**config.mk**
```make
export PLATFORM = sky130hd
export DESIGN_NAME = gpio_lvl_ctrl
export DESIGN_NICKNAME = d
export VERILOG_FILES = /design/src/rtl/gpio_lvl_pkg.sv /design/src/rtl/gpio_lvl_sync.sv /design/src/rtl/gpio_lvl_status.sv /design/src/rtl/gpio_lvl_ctrl.sv
export SDC_FILE = /design/constraint.sdc
export NUM_CORES = 1
export LEC_CHECK = 0
export ABC_AREA = 1
export BUFFER_PORTS_ARGS = -buffer_cell sky130_fd_sc_hd__buf_4
export CORE_ASPECT_RATIO = 1.5
export CORE_MARGIN = 2
export CORE_UTILIZATION = 55
export CTS_BUF_LIST = sky130_fd_sc_hd__clkbuf_2 sky130_fd_sc_hd__clkbuf_4 sky130_fd_sc_hd__clkbuf_8
export DETAILED_ROUTE_END_ITERATION = 8
export PLACE_DENSITY_LB_ADDON = 0.3
export SLEW_MARGIN = 20
export SYNTH_ARGS = -nofsm -noshare
export SYNTH_HDL_FRONTEND = slang
export SYNTH_SLANG_ARGS = --single-unit
export TNS_END_PERCENT = 50
```
**constraint.sdc**
```tcl
create_clock -name clk -period 1.5 [get_ports clk]
set_input_delay 0.225 -clock clk [delete_from_list [all_inputs] [get_ports clk]]
set_output_delay 0.225 -clock clk [all_outputs]
set_load 0.005 [all_outputs]
```
**src/rtl/gpio_lvl_pkg.sv**
```systemverilog
// Package: shared sizes and register offsets of the level-interrupt GPIO block.
// Assumes word-aligned byte addresses; any other address is unmapped.
package gpio_lvl_pkg;
    localparam int unsigned GPIO_LINES = 12;
    localparam int unsigned DATA_W     = 32;
    localparam int unsigned ADDR_W     = 8;
    localparam int unsigned POL_GROUP  = 8;   // lines per polarity register
    localparam int unsigned POL_STRIDE = 4;   // bit spacing of polarity bits

    localparam logic [ADDR_W-1:0] OFS_OUT  = 8'h00;
    localparam logic [ADDR_W-1:0] OFS_OE   = 8'h04;
    localparam logic [ADDR_W-1:0] OFS_IN   = 8'h08;
    localparam logic [ADDR_W-1:0] OFS_STAT = 8'h0C;
    localparam logic [ADDR_W-1:0] OFS_POL0 = 8'h10;
    localparam logic [ADDR_W-1:0] OFS_IEN  = 8'h14;
    localparam logic [ADDR_W-1:0] OFS_POL1 = 8'h18;
    localparam logic [ADDR_W-1:0] OFS_MUX  = 8'h1C;
endpackage

```
**src/rtl/gpio_lvl_sync.sv**
```systemverilog
// Module: two-flop synchroniser for a vector of asynchronous pin levels.
// Assumes each bit is independent; no bus coherency across bits is claimed.
module gpio_lvl_sync #(
    parameter int unsigned W = 12
) (
    input  logic         clk,
    input  logic         rst_n,
    input  logic [W-1:0] async_i,
    output logic [W-1:0] sync_o
);
    logic [W-1:0] meta_q;
    logic [W-1:0] stable_q;

    // Two sampling stages, cleared by reset.
    always_ff @(posedge clk) begin
        if (!rst_n) begin
            meta_q   <= '0;
            stable_q <= '0;
        end else begin
            meta_q   <= async_i;
            stable_q <= meta_q;
        end
    end

    assign sync_o = stable_q;
endmodule

```
**src/rtl/gpio_lvl_status.sv**
```systemverilog
// Module: per-line level detector and sticky status with write-one-to-clear.
// Assumes clr_i is a one-cycle pulse per acknowledge; the clear wins over a
// set on the same edge, and a level still present sets the bit next edge.
module gpio_lvl_status #(
    parameter int unsigned W = 12
) (
    input  logic         clk,
    input  logic         rst_n,
    input  logic [W-1:0] level_i,
    input  logic [W-1:0] pol_i,
    input  logic [W-1:0] clr_i,
    output logic [W-1:0] status_o
);
    logic [W-1:0] active;
    logic [W-1:0] status_q;

    // Active condition: high level for pol 0, low level for pol 1.
    assign active = level_i ^ pol_i;

    // Sticky status: accumulate active lines, acknowledged bits drop first.
    always_ff @(posedge clk) begin
        if (!rst_n) status_q <= '0;
        else        status_q <= (status_q | active) & ~clr_i;
    end

    assign status_o = status_q;

    // without an acknowledge, no set bit may drop.
    p_sticky_r5: assert property (@(posedge clk) disable iff (!rst_n)
        (clr_i == '0) |=> ((status_q & $past(status_q)) == $past(status_q)));

    // an acknowledged bit reads zero right after the clearing edge.
    p_ack_clears_r6: assert property (@(posedge clk) disable iff (!rst_n)
        (clr_i != '0) |=> ((status_q & $past(clr_i)) == '0));

    // an active line not being cleared is set on the next edge.
    p_level_sets_r6: assert property (@(posedge clk) disable iff (!rst_n)
        (active != '0) |=> (((status_q | $past(clr_i)) & $past(active)) == $past(active)));
endmodule

```
**src/rtl/gpio_lvl_ctrl.sv**
```systemverilog
// Module: twelve-line GPIO controller with latched level interrupts.
// Holds the register file, decodes single-cycle writes, returns read data
// one clock later and combines masked status into one interrupt line.
// Assumes LINES <= 2*POL_GROUP so that two polarity registers cover all lines.
module gpio_lvl_ctrl
    import gpio_lvl_pkg::*;
#(
    parameter int unsigned LINES = GPIO_LINES
) (
    input  logic              clk,
    input  logic              rst_n,
    input  logic [ADDR_W-1:0] bus_addr,
    input  logic              bus_wr_en,
    input  logic [DATA_W-1:0] bus_wdata,
    output logic [DATA_W-1:0] bus_rdata,
    input  logic [LINES-1:0]  pad_in,
    output logic [LINES-1:0]  pad_out,
    output logic [LINES-1:0]  pad_oe,
    output logic [DATA_W-1:0] mux_sel,
    output logic              irq_o
);
    localparam int unsigned PAD_W = DATA_W - LINES;

    logic [LINES-1:0]  out_q, oe_q, ien_q, pol_q;
    logic [DATA_W-1:0] mux_q, rdata_q;
    logic [LINES-1:0]  level_s, status_s, clr_s;
    logic [DATA_W-1:0] pol0_view, pol1_view;
    logic              wr_out, wr_oe, wr_stat, wr_pol0, wr_ien, wr_pol1, wr_mux;

    // Write strobes per register.
    assign wr_out  = bus_wr_en && (bus_addr == OFS_OUT);
    assign wr_oe   = bus_wr_en && (bus_addr == OFS_OE);
    assign wr_stat = bus_wr_en && (bus_addr == OFS_STAT);
    assign wr_pol0 = bus_wr_en && (bus_addr == OFS_POL0);
    assign wr_ien  = bus_wr_en && (bus_addr == OFS_IEN);
    assign wr_pol1 = bus_wr_en && (bus_addr == OFS_POL1);
    assign wr_mux  = bus_wr_en && (bus_addr == OFS_MUX);

    gpio_lvl_sync #(.W(LINES)) u_sync (
        .clk    (clk),
        .rst_n  (rst_n),
        .async_i(pad_in),
        .sync_o (level_s)
    );

    // Acknowledge mask: only a status write carries clear bits.
    assign clr_s = wr_stat ? bus_wdata[LINES-1:0] : '0;

    gpio_lvl_status #(.W(LINES)) u_status (
        .clk     (clk),
        .rst_n   (rst_n),
        .level_i (level_s),
        .pol_i   (pol_q),
        .clr_i   (clr_s),
        .status_o(status_s)
    );

    // Plain read/write registers for pads, enables and mux word.
    always_ff @(posedge clk) begin
        if (!rst_n) begin
            out_q <= '0;
            oe_q  <= '0;
            ien_q <= '0;
            mux_q <= '0;
        end else begin
            if (wr_out) out_q <= bus_wdata[LINES-1:0];
            if (wr_oe)  oe_q  <= bus_wdata[LINES-1:0];
            if (wr_ien) ien_q <= bus_wdata[LINES-1:0];
            if (wr_mux) mux_q <= bus_wdata;
        end
    end

    // Polarity bits are spread at every fourth bit over two registers.
    for (genvar n = 0; n < LINES; n++) begin : g_pol
        if (n < POL_GROUP) begin : g_lo
            // Polarity bit of a low-group line.
            always_ff @(posedge clk) begin
                if (!rst_n)       pol_q[n] <= 1'b0;
                else if (wr_pol0) pol_q[n] <= bus_wdata[POL_STRIDE*n];
            end
        end else begin : g_hi
            // Polarity bit of a high-group line.
            always_ff @(posedge clk) begin
                if (!rst_n)       pol_q[n] <= 1'b0;
                else if (wr_pol1) pol_q[n] <= bus_wdata[POL_STRIDE*(n-POL_GROUP)];
            end
        end
    end

    // Rebuild the two sparse polarity views for read-back.
    always_comb begin
        pol0_view = '0;
        pol1_view = '0;
        for (int n = 0; n < LINES; n++) begin
            if (n < POL_GROUP) pol0_view[POL_STRIDE*n] = pol_q[n];
            else               pol1_view[POL_STRIDE*(n-POL_GROUP)] = pol_q[n];
        end
    end

    // Registered read mux; unmapped addresses return zero.
    always_ff @(posedge clk) begin
        if (!rst_n) rdata_q <= '0;
        else begin
            case (bus_addr)
                OFS_OUT:  rdata_q <= {{PAD_W{1'b0}}, out_q};
                OFS_OE:   rdata_q <= {{PAD_W{1'b0}}, oe_q};
                OFS_IN:   rdata_q <= {{PAD_W{1'b0}}, level_s};
                OFS_STAT: rdata_q <= {{PAD_W{1'b0}}, status_s};
                OFS_POL0: rdata_q <= pol0_view;
                OFS_IEN:  rdata_q <= {{PAD_W{1'b0}}, ien_q};
                OFS_POL1: rdata_q <= pol1_view;
                OFS_MUX:  rdata_q <= mux_q;
                default:  rdata_q <= '0;
            endcase
        end
    end

    assign bus_rdata = rdata_q;
    assign pad_out   = out_q;
    assign pad_oe    = oe_q;
    assign mux_sel   = mux_q;
    assign irq_o     = |(status_s & ien_q);

    // output data only changes on a write to its offset.
    p_out_hold_r2: assert property (@(posedge clk) disable iff (!rst_n)
        !wr_out |=> $stable(pad_out));

    // addresses past the last register read zero one cycle later.
    p_unmapped_zero_r9: assert property (@(posedge clk) disable iff (!rst_n)
        (bus_addr > OFS_MUX) |=> (bus_rdata == '0));

    // with every line masked the interrupt stays low.
    p_irq_masked_r7: assert property (@(posedge clk) disable iff (!rst_n)
        (ien_q == '0) |-> !irq_o);

    // an interrupt needs at least one latched status bit.
    p_irq_src_r7: assert property (@(posedge clk) disable iff (!rst_n)
        irq_o |-> (status_s != '0));
endmodule

```
# Word-level counts from Yosys, hierarchy flattened
# Cells that the tools add are included.
[totals]
latchBits = 0
rom_bits = 0
in_bits = 55
elab_cells = 43
mem_count = 0
register_bits = 148
ram_bits = 0
output_inout_bits = 89
[op_classes]
n_addsub = 0
n_div = 0
magnitude_cmp = 0
n_reduce_logical = 9
shifts = 0
mul = 0
n_bitwise = 5
n_mux = 2
eq_ne = 7
[ops]
columns = ["operator", "count"]
rows = [
  ["32-bit one-hot mux with 8 select lines", 1],
  ["8-bit by 5-bit == test with 1-bit output, second input constant", 4],
  ["12-bit AND", 2],
  ["8-bit by 4-bit == test with 1-bit output, second input constant", 2],
  ["12-bit 2-to-1 mux", 1],
  ["12-bit inverter", 1],
  ["12-bit bitwise OR", 1],
  ["12-bit OR reduction", 1],
  ["12-bit bitwise XOR", 1],
  ["8-bit by 3-bit == test with 1-bit output, second input constant", 1],
  ["8-bit logical NOT", 1],
  ["1-bit logical AND", 7],
]

# Longest topological paths before layout
# Gate-level depths: netlist of the first run.
[depth]
ltp_word = 5
depth_mapped = 10
depth_no_buf = 9

# Modules after synthesis
# A second synthesis of the first run with hierarchy kept.
[hier_totals]
cells_unflattened = 834
hier_area_um2 = 6060.8
[modules_own_cells]
columns = ["module", "area_per_inst_um2", "instances", "cells_per_inst"]
rows = [
  ["gpio_lvl_ctrl", 4702.0, 1, 638],
  ["gpio_lvl_sync", 683.2, 1, 74],
  ["gpio_lvl_status", 675.6, 1, 122],
]

# Worst setup path after synthesis of the first run
# Ideal clock, no wire load.
[synth_path]
path_type = "in2reg"
from = "input port bus_addr[6]"
to = "register mux_q[18], in the netlist mux_sel[18]"
stages = 10
required_time_ns = 1.368
setup_ns = 0.132
slack_ns = 0.305
path_buffers = 2
t_arrival_ns = 1.063
cell_sequence = "inv_1 > nand2_1 > nor2_8 > nand2_4 > inv_2 > nand2_2 > buf_6 > buf_6 > nand2_1 > a21oi_1"
[synth_between]
elab_chain_len = 2
[synth_lines]
columns = ["element", "line", "source"]
rows = [
  ["start, declared", "gpio_lvl_ctrl.sv:12", "input logic [ADDR_W-1:0] bus_addr,"],
  ["8-bit by 5-bit == test with 1-bit output", "gpio_lvl_ctrl.sv:37", "assign wr_mux = bus_wr_en && (bus_addr == OFS_MUX);"],
  ["1-bit logical AND", "gpio_lvl_ctrl.sv:37", ""],
  ["end signal, assigned", "gpio_lvl_ctrl.sv:69", "if (wr_mux) mux_q <= bus_wdata;"],
  ["end, declared", "gpio_lvl_ctrl.sv:25", "logic [DATA_W-1:0] mux_q, rdata_q;"],
]
# No other way between the ends.
# A chain may end at the register's enable or synchronous reset.

# Worst setup path after layout of the first run
[layout_path]
from = "register ien_q[11]"
to = "output port irq_o"
[layout_between]
elab_chain_len = 2
[layout_lines]
columns = ["element", "line", "source"]
rows = [
  ["start, declared", "gpio_lvl_ctrl.sv:24", "logic [LINES-1:0] out_q, oe_q, ien_q, pol_q;"],
  ["start signal, assigned", "gpio_lvl_ctrl.sv:68", "if (wr_ien) ien_q <= bus_wdata[LINES-1:0];"],
  ["12-bit AND", "gpio_lvl_ctrl.sv:122", "assign irq_o = |(status_s & ien_q);"],
  ["12-bit OR reduction", "gpio_lvl_ctrl.sv:122", ""],
  ["end, declared", "gpio_lvl_ctrl.sv:20", "output logic irq_o"],
]
# No other way between the ends.

==> impl_metrics.env, run 1 <==
export IMPL_netlist_area_um2=5870
export IMPL_seq_area_um2=2970
export IMPL_mostFrequentLayoutCells="buf_4, dfxtp_1, nand2_1, nor2_1, nand3_1"
export IMPL_path_clk_slew_ps=80
export IMPL_min_to="mux_sel[15]"
export IMPL_port_buffers=143
export IMPL_cts_max_level=4
export IMPL_synth_seq_area_share_pct=50.5
export IMPL_drive_gt1_share_pct=25.4
export IMPL_hp_start="bus_wdata[15]"
export IMPL_avgSynthCellArea_um2=7.54
export IMPL_clk_path_buf_depth=2
export IMPL_slew_violations=0
export IMPL_setup_viol=1
export IMPL_syn_inst=779
export IMPL_dp_hpwl_um=12500
export IMPL_rows=46
export IMPL_tightestPinTransition_ps=298
export IMPL_wirelength_um=17500
export IMPL_wl_per_cell_um=15.9
export IMPL_n_antenna_cell=0
export IMPL_drtPass1Iterations=5
export IMPL_fin_nets=1000
export IMPL_crit_slowest_cell="dfxtp_1"
export IMPL_crit_type="flop to output port"
export IMPL_crit_arrival_ps=1460
export IMPL_tns_ps=-182
export IMPL_ff2ff_path_depth=5
export IMPL_drt_initial_drc_count=399
export IMPL_fin_ws_ps=-182
export IMPL_synthArstFlopShare_pct=0
export IMPL_min_period_ps=1680
export IMPL_period_share_pct=112
export IMPL_vias_per_cell=5.28
export IMPL_placed_area_um2=7250
export IMPL_first_global_vias=5586
export IMPL_pre_cts_ws_ps=-20.1
export IMPL_synth_cell_type_count=24
export IMPL_critPathMostFrequentCell="nand2_2"
export IMPL_syn2layout_area_growth_pct=35.2
export IMPL_holdCritPathClass="primary input to flop"
export IMPL_clock_root_buffer="clkbuf_8"
export IMPL_path_max_fanout=3
export IMPL_final_cells=1101
export IMPL_multi_input_area_um2=2380
export IMPL_die_h_um=131
export IMPL_fillers=791
export IMPL_vias=5815
export IMPL_reg2reg_to="bus_rdata[3]"
export IMPL_finalPower_uw=8320
export IMPL_path_cells="nand2_2 -> nand2_2 -> a221oi_2 -> nand3_1 -> buf_4"
export IMPL_slew_headroom_pct=80.1
export IMPL_ys_seq_elements=148
export IMPL_start_util_pct=56.1
export IMPL_status="complete, but fails checks"
export IMPL_cts_tree="yes"
export IMPL_violations="setup timing"
export IMPL_gr_total_overflow=0
export IMPL_p_leak_uw=0.00370
export IMPL_max_vdd_ir_drop_uv=740
export IMPL_ant_nets=0
export IMPL_gp_congestion=0.961
export IMPL_dieArea_um2=11500
export IMPL_slowest_delay_ps=340
export IMPL_crit_required_ps=1270
export IMPL_cts_sinks=148
export IMPL_design_area_um2=7940
export IMPL_fmax_mhz=594
export IMPL_ys_warn_count=0
export IMPL_cts_made_buffers=17
export IMPL_fin_worst_skew_ps=11.7
export IMPL_r2r_start="u_status.status_o[3]"
export IMPL_worst_setup_path_end_kind="output port"
export IMPL_synth_ff_type="dfxtp_1"
export IMPL_clk_latency_ps=440
export IMPL_hold_viol_final=0
export IMPL_dp_cells=1055
export IMPL_hold_depth=3
export IMPL_grt_start_max_net_pins=51
export IMPL_drv_cap=0
export IMPL_antenna_found_initial=0
export IMPL_rsz0062_at_grt="true"
export IMPL_track_usage_pct=31.2
export IMPL_die_w_um=88.4
export IMPL_drc=0
export IMPL_synth_nets=834
export IMPL_cp_start_kind="flop"
export IMPL_grt_pass1_wl_um=27400
export IMPL_synth_edf_count=0
export IMPL_layout_commonest_cell="buf_4"
export IMPL_power_density_nw_per_um2=1050
export IMPL_io_pin_count=144
export IMPL_reg2reg_slack_ps=570
export IMPL_core_um2=10500
==> worst max-delay path: cells and delay by family (launching register included) <==
| family | cells | cell delay [ps] |
|---|---|---|
| buffers and inverters | 1 | 160 |
| DFF | 1 | 340 |
| AOI/OAI and AO/OA | 1 | 230 |
| and+or+nand+nor | 3 | 290 |
==> state kept, by name (all words and copies together) (netlist names) <==
register           cells
ien_q                 12
u_status.status_o     12
mux_sel               32
u_sync.meta_q         12
pad_out               12
pol0_view              8
pol1_view              4
u_sync.sync_o         12
pad_oe                12
bus_rdata             32
==> per-stage QoR <==
stage / utilization [%] / hold WS [ps]
2_1_floorplan: - / 323
3_3_place_gp: 69.3 / 393
3_5_place_dp: 69.3 / 404
4_1_cts: 75.7 / 38.9
5_1_grt: 75.8 / 54.4
6_report: 75.8 / 57.0
==> kinds of logic after synthesis <==
kind of cell	count (synthesis)	synth area share [%]
simple gates	341	25.1
compound gates	146	13.2
flops	148	50.5
xor+xnor	12	1.79
buf+inv	132	9.42
==> cell usage after synthesis, types with 3 or more instances <==
cell	instances	share of area, %
o21ai_0	61	5.2
nor2_2	4	0.43
nand2_2	3	0.32
xor2_1	12	1.8
o21ai_1	3	0.26
nand2_1	145	9.3
clkbuf_1	17	1.1
inv_2	5	0.32
dfxtp_1	148	50
a221oi_1	3	0.45
buf_1	4	0.26
nor2_1	94	6.0
nand3_1	87	7.4
inv_1	82	5.2
o211ai_1	13	1.7
buf_4	6	0.77
buf_2	16	1.4
a21oi_1	66	5.6
==> worst max-delay path by stage <==
stage,from,to,slack (ps),cells past startpoint
2_1_floorplan,bus_addr[6],mux_sel[18],300,10
3_3_place_gp,bus_addr[6],bus_rdata[6],60,9
3_5_place_dp,bus_addr[6],mux_sel[19],-20,9
4_1_cts,ien_q[3],irq_o,-160,5
5_1_grt,u_status.status_o[11],irq_o,-220,5
6_report,ien_q[11],irq_o,-180,5
==> where the power goes <==
part	leakage, uW	internal (uW)	switching [uW]
Sequential	0.00120	3980	38.1
Clock	0.000254	2410	1430
Combinational	0.00224	207	261
Total	0.00370	6590	1720
==> routing by layer <==
layer / GRT usage, % / wire length (um) / up-vias
li1: - / - / 2813
met1: 36.6 / 6690 / 2679
met2: 55.0 / 9000 / 275
met3: 5.97 / 1230 / 48
met4: 13.4 / 609 / 0
met5: 0 / 0 / -
==> layout make-up <==
cell class	count	area share, %
sequential	148	37.4
multi-input combinational	499	30.0
timing repair buffer	192	19.8
inverter	87	4.11
clock buffer	23	3.99
clock inverter	8	2.43
tap	144	2.27
==> repair_timing <==
action | 4_1_cts | 5_1_grt
setup endpoints to repair | 1 | 1
resized for setup | 9 | 5
hold endpoints to repair | 12 | 0
hold buffers | 12 | 0
buffers inserted | 3 | 0
pin swaps | 2 | 2
Power figures use the tool's default switching activity.
==> inputs of run 2 (changes only) <==
- PLACE_DENSITY: default -> 0.9
- PLACE_DENSITY_LB_ADDON: 0.3 -> default
==> run 2 against run 1 <==
Critical path depth stayed put. Die area stayed put. Design area hardly changed. Power is 1.0% higher. Routed wire length is 1.0% higher. Sequential power hardly changed. Global-route usage is 0.59 points lower. Largest cell class unchanged. The run still ends with setup timing left. Combinational power is 1% higher. Non-clock buffer count is 3 higher. Via count is 5.5% higher. Sequential cell count stayed put. Sequential share of layout area hardly changed.
==> impl_metrics.env, run 2 (synthesis results as in run 1) <==
export IMPL_tightestPinTransition_ps=768
export IMPL_track_usage_pct=30.6
export IMPL_cts_sinks=148
export IMPL_io_pin_count=144
export IMPL_vias=6135
export IMPL_n_antenna_cell=0
export IMPL_holdCritPathClass="primary input to flop"
export IMPL_clk_latency_ps=440
export IMPL_crit_arrival_ps=1490
export IMPL_clock_root_buffer="clkbuf_8"
export IMPL_layout_commonest_cell="buf_4"
export IMPL_critPathMostFrequentCell="nand2_1"
export IMPL_hp_start="bus_wdata[23]"
export IMPL_crit_type="flop to output port"
export IMPL_drtPass1Iterations=6
export IMPL_cts_made_buffers=17
export IMPL_crit_start="ien_q[2]"
export IMPL_finalPower_uw=8400
export IMPL_gr_total_overflow=0
export IMPL_first_global_vias=5701
export IMPL_grt_pass1_wl_um=27200
export IMPL_cp_start_kind="flop"
export IMPL_dieArea_um2=11500
export IMPL_core_um2=10500
export IMPL_whs_ps=60.1
export IMPL_r2r_start="u_status.status_o[7]"
export IMPL_wirelength_um=17700
export IMPL_path_max_fanout=2
export IMPL_drive_gt1_share_pct=25.6
export IMPL_setup_viol=1
export IMPL_cts_tree="yes"
export IMPL_path_cells="nand2_1 -> nand2_1 -> a221oi_2 -> nand3_1 -> buf_4"
export IMPL_vias_per_cell=5.55
export IMPL_antenna_found_initial=0
export IMPL_dp_cells=1056
export IMPL_slowest_delay_ps=340
export IMPL_cts_max_level=4
export IMPL_period_share_pct=115
export IMPL_violations="setup timing"
export IMPL_min_period_ps=1720
export IMPL_grt_start_max_net_pins=57
export IMPL_fmax_mhz=582
export IMPL_post_route_util_pct=75.9
export IMPL_die_h_um=131
export IMPL_final_cells=1105
export IMPL_worst_setup_path_end_kind="output port"
export IMPL_dp_hpwl_um=11800
export IMPL_ant_nets=0
export IMPL_fin_ws_ps=-218
export IMPL_gp_congestion=0.872
export IMPL_power_density_nw_per_um2=1060
export IMPL_drc=0
export IMPL_mostFrequentLayoutCells="buf_4, nand2_1, dfxtp_1, nor2_1, nand3_1"
export IMPL_hold_viol_final=0
export IMPL_fin_worst_skew_ps=9.42
export IMPL_crit_required_ps=1270
export IMPL_start_util_pct=56.1
export IMPL_crit_slowest_cell="dfxtp_2"
export IMPL_clk_path_buf_depth=2
export IMPL_slew_violations=0
export IMPL_syn2layout_area_growth_pct=35.3
export IMPL_drv_cap=0
export IMPL_fillers=729
export IMPL_die_w_um=88.4
export IMPL_rsz0062_at_grt="true"
export IMPL_status="complete, but fails checks"
export IMPL_rows=46
export IMPL_wl_per_cell_um=16.0
export IMPL_p_leak_uw=0.00371
export IMPL_port_buffers=143
export IMPL_path_clk_slew_ps=80
export IMPL_slew_headroom_pct=48.7
export IMPL_max_vdd_ir_drop_uv=681
export IMPL_drt_initial_drc_count=721
export IMPL_fin_nets=1003
## run 2: cell count changes in the layout (fill, tap and decap cells not counted), moves of 2 or more
cell	before	now
buf_12	8	6
buf_4	172	177
clkbuf_8	23	19
clkinv_4	0	2
nand2_1	141	144
nand2_2	7	4
## run 2: what timing repair did
| item | CTS | global route |
|---|---|---|
| hold buffers | 12 | 0 |
| setup buffers | 5 | 0 |
| gates resized for setup | 14 | 0 |
| setup endpoints to repair | 1 | 1 |
| endpoints found under the hold margin | 12 | 0 |
| pin swaps | 2 | 1 |
| cloned | 0 | 0 |
## run 2: layout make-up
type | instances | area, um2 | area share, %
repair buffers | 195 | 1570 | 19.7
well taps | 144 | 180 | 2.27
clock inverters | 12 | 249 | 3.13
clock buffers | 20 | 269 | 3.39
multi-input cells | 499 | 2380 | 30.0
inverters | 87 | 327 | 4.11
flip-flops and latches | 148 | 2970 | 37.4
## run 2: stage by stage
step | TNS [ps] | cell area (um2) | setup slack [ps]
CTS | -163 | 7950 | -163
global route | -219 | 7950 | -219
global placement | -656 | 7240 | -69.5
finish | -218 | 7950 | -218
floorplan | 0 | 5870 | 305
detailed placement | -1560 | 7240 | -140
## run 2: final timing paths
path                                         end  slack, ps  cells past startpoint
worst min register to register  u_sync.sync_o[3]        410                      2
worst min-delay path                 mux_sel[23]         60                      3
worst max register to register      bus_rdata[7]        380                      5
worst max-delay path                       irq_o       -220                      5
## run 2: per-layer routing
metal / vias to the layer above / share of wire, % / GRT usage (%) / wire (um)
li1: 2829 / - / - / -
met1: 2759 / 34 / 33.8 / 6040
met4: 0 / 6.5 / 19.0 / 1160
met5: - / 0 / 0 / 0
met2: 423 / 50 / 52.1 / 8880
met3: 124 / 9.2 / 7.66 / 1630
## run 2: worst max-delay path: cells and delay by family, from the launching register on
kind	cells	cell delay (ps)
flip-flops	1	340
AND/OR/NAND/NOR	3	300
AO/OA/AOI/OAI	1	240
buffers and inverters	1	170
## run 2: power breakdown
| part | switching [uW] | internal [uW] |
|---|---|---|
| Sequential | 37.1 | 3980 |
| Combinational | 267 | 205 |
| Clock | 1480 | 2430 |
| Total | 1790 | 6620 |
==> inputs of run 3 (changes only) <==
- CORE_MARGIN: 2 -> default
==> run 3 against run 2 <==
Power down 11%. Hold slack better by 6.7 ps. Clock power fell by 24%. Fmax is 5.6% higher. Die area decreased by 3.8%. Design area fell by 2.2%. The flow still finishes with violations (setup timing). Combinational power shrank 3%. Clock skew about the same. Core utilization is essentially flat.
==> impl_metrics.env, run 3 (synthesis results as in run 1) <==
export IMPL_status="complete, but fails checks"
export IMPL_violations="setup timing"
export IMPL_gp_congestion=0.908
export IMPL_hold_viol_final=0
export IMPL_wirelength_um=17000
export IMPL_clock_root_buffer="clkbuf_8"
export IMPL_die_w_um=86.4
export IMPL_tightestPinTransition_ps=718
export IMPL_fin_worst_skew_ps=9.11
export IMPL_ff2ff_path_depth=6
export IMPL_start_util_pct=57.3
export IMPL_path_clk_slew_ps=80
export IMPL_holdCritPathClass="primary input to flop"
export IMPL_rsz0062_at_grt="true"
export IMPL_core_um2=10200
export IMPL_power_density_nw_per_um2=957
export IMPL_antenna_found_initial=0
export IMPL_dieArea_um2=11100
export IMPL_min_period_ps=1630
export IMPL_crit_type="flop to output port"
export IMPL_io_pin_count=144
export IMPL_rows=45
export IMPL_period_share_pct=108
export IMPL_crit_start="u_status.status_o[9]"
export IMPL_r2r_start="u_status.status_o[8]"
export IMPL_drive_gt1_share_pct=25.9
export IMPL_drc=0
export IMPL_cp_start_kind="flop"
export IMPL_ant_nets=0
export IMPL_drv_cap=0
export IMPL_grt_pass1_wl_um=26400
export IMPL_whs_ps=66.8
export IMPL_wl_per_cell_um=15.4
export IMPL_fin_ws_ps=-127
export IMPL_syn2layout_area_growth_pct=32.4
export IMPL_finalPower_uw=7440
export IMPL_gr_total_overflow=0
export IMPL_clk_path_buf_depth=2
export IMPL_reg2reg_to="bus_rdata[8]"
export IMPL_die_h_um=129
export IMPL_placed_area_um2=7180
export IMPL_max_vdd_ir_drop_uv=699
export IMPL_layout_commonest_cell="buf_4"
export IMPL_crit_path_end="irq_o"
export IMPL_vias=5991
export IMPL_mostFrequentLayoutCells="buf_4, nand2_1, dfxtp_1, nor2_1, nand3_1"
export IMPL_setup_viol=1
export IMPL_grt_start_max_net_pins=38
export IMPL_cts_max_level=4
export IMPL_cts_made_buffers=17
export IMPL_path_max_fanout=2
export IMPL_dp_hpwl_um=11600
export IMPL_cts_sinks=148
export IMPL_drt_initial_drc_count=614
export IMPL_p_leak_uw=0.00363
export IMPL_fmax_mhz=615
export IMPL_slew_headroom_pct=52.1
export IMPL_drtPass1Iterations=7
export IMPL_slew_violations=0
export IMPL_crit_arrival_ps=1400
export IMPL_worst_setup_path_end_kind="output port"
export IMPL_tns_ps=-127
export IMPL_crit_required_ps=1270
export IMPL_n_antenna_cell=0
export IMPL_port_buffers=143
export IMPL_clk_latency_ps=440
export IMPL_cts_tree="yes"
export IMPL_reg2reg_slack_ps=470
export IMPL_design_area_um2=7770
export IMPL_track_usage_pct=31.0
export IMPL_fin_nets=1000
export IMPL_vias_per_cell=5.45
export IMPL_first_global_vias=5623
## run 3: changes by cell type in the layout (fill, tap and decap cells not counted)
cell       change
clkinv_4       +3
buf_4          -1
bufinv_16      -5
a221oi_2       +1
dfxtp_1        -4
clkbuf_4       +1
a221oi_1       -1
clkinv_2       +4
clkbuf_8       -2
dfxtp_2        +4
inv_6          -1
buf_12         -2
## run 3: layout make-up
class	instances	area [um2]
fill	723	2470
tap	141	176
timing repair buffer	192	1520
clock inverter	13	136
sequential	148	2980
inverter	87	327
clock buffer	19	249
multi-input combinational	499	2390
## run 3: how the worst min path moves through the flow
| stage | endpoint | start | cells after the start |
|---|---|---|---|
| 2_1_floorplan | u_sync.meta_q[0] | pad_in[0] | 2 |
| 6_report | mux_sel[30] | bus_wdata[30] | 3 |
| 3_5_place_dp | u_sync.sync_o[7] | u_sync.meta_q[7] | 2 |
| 4_1_cts | mux_sel[31] | bus_wdata[31] | 3 |
| 3_3_place_gp | u_sync.sync_o[9] | u_sync.meta_q[9] | 2 |
| 5_1_grt | mux_sel[22] | bus_wdata[22] | 3 |
## run 3: critical path, stage by stage, from the launching register on
cell and delay, ps:
dfxtp_2 330, nand2_2 80, o21ai_4 70, a221oi_2 180, nand3_1 140, buf_4 160
## run 3: routing by layer
layer / share of wire [%] / GRT usage, % / routed length, um / vias up
li1: - / - / - / 2816
met1: 37 / 34.5 / 6240 / 2724
met2: 49 / 52.0 / 8370 / 358
met3: 7.5 / 5.26 / 1260 / 93
met4: 6.4 / 24.8 / 1080 / 0
met5: 0 / 0 / 0 / -
## run 3: per-stage QoR
stage	instances	setup WS [ps]	utilization (%)
after floorplan	779	305	-
after global placement	1049	-1.76	70.0
after detailed placement	1049	-52.7	70.0
after CTS	1098	-111	75.8
after global routing	1099	-178	75.9
final	1099	-127	75.9
## run 3: power breakdown
| group | internal, uW | switching [uW] |
|---|---|---|
| Sequential | 3980 | 34.5 |
| Combinational | 195 | 264 |
| Clock | 1510 | 1460 |
| Total | 5680 | 1750 |
## run 3: repair_timing
item	CTS	global route
hold buffers	12	0
gates resized for setup	18	1
endpoints found under the hold margin	12	0
endpoints found under the setup margin	1	1
pin swaps	3	1
setup buffers	5	1
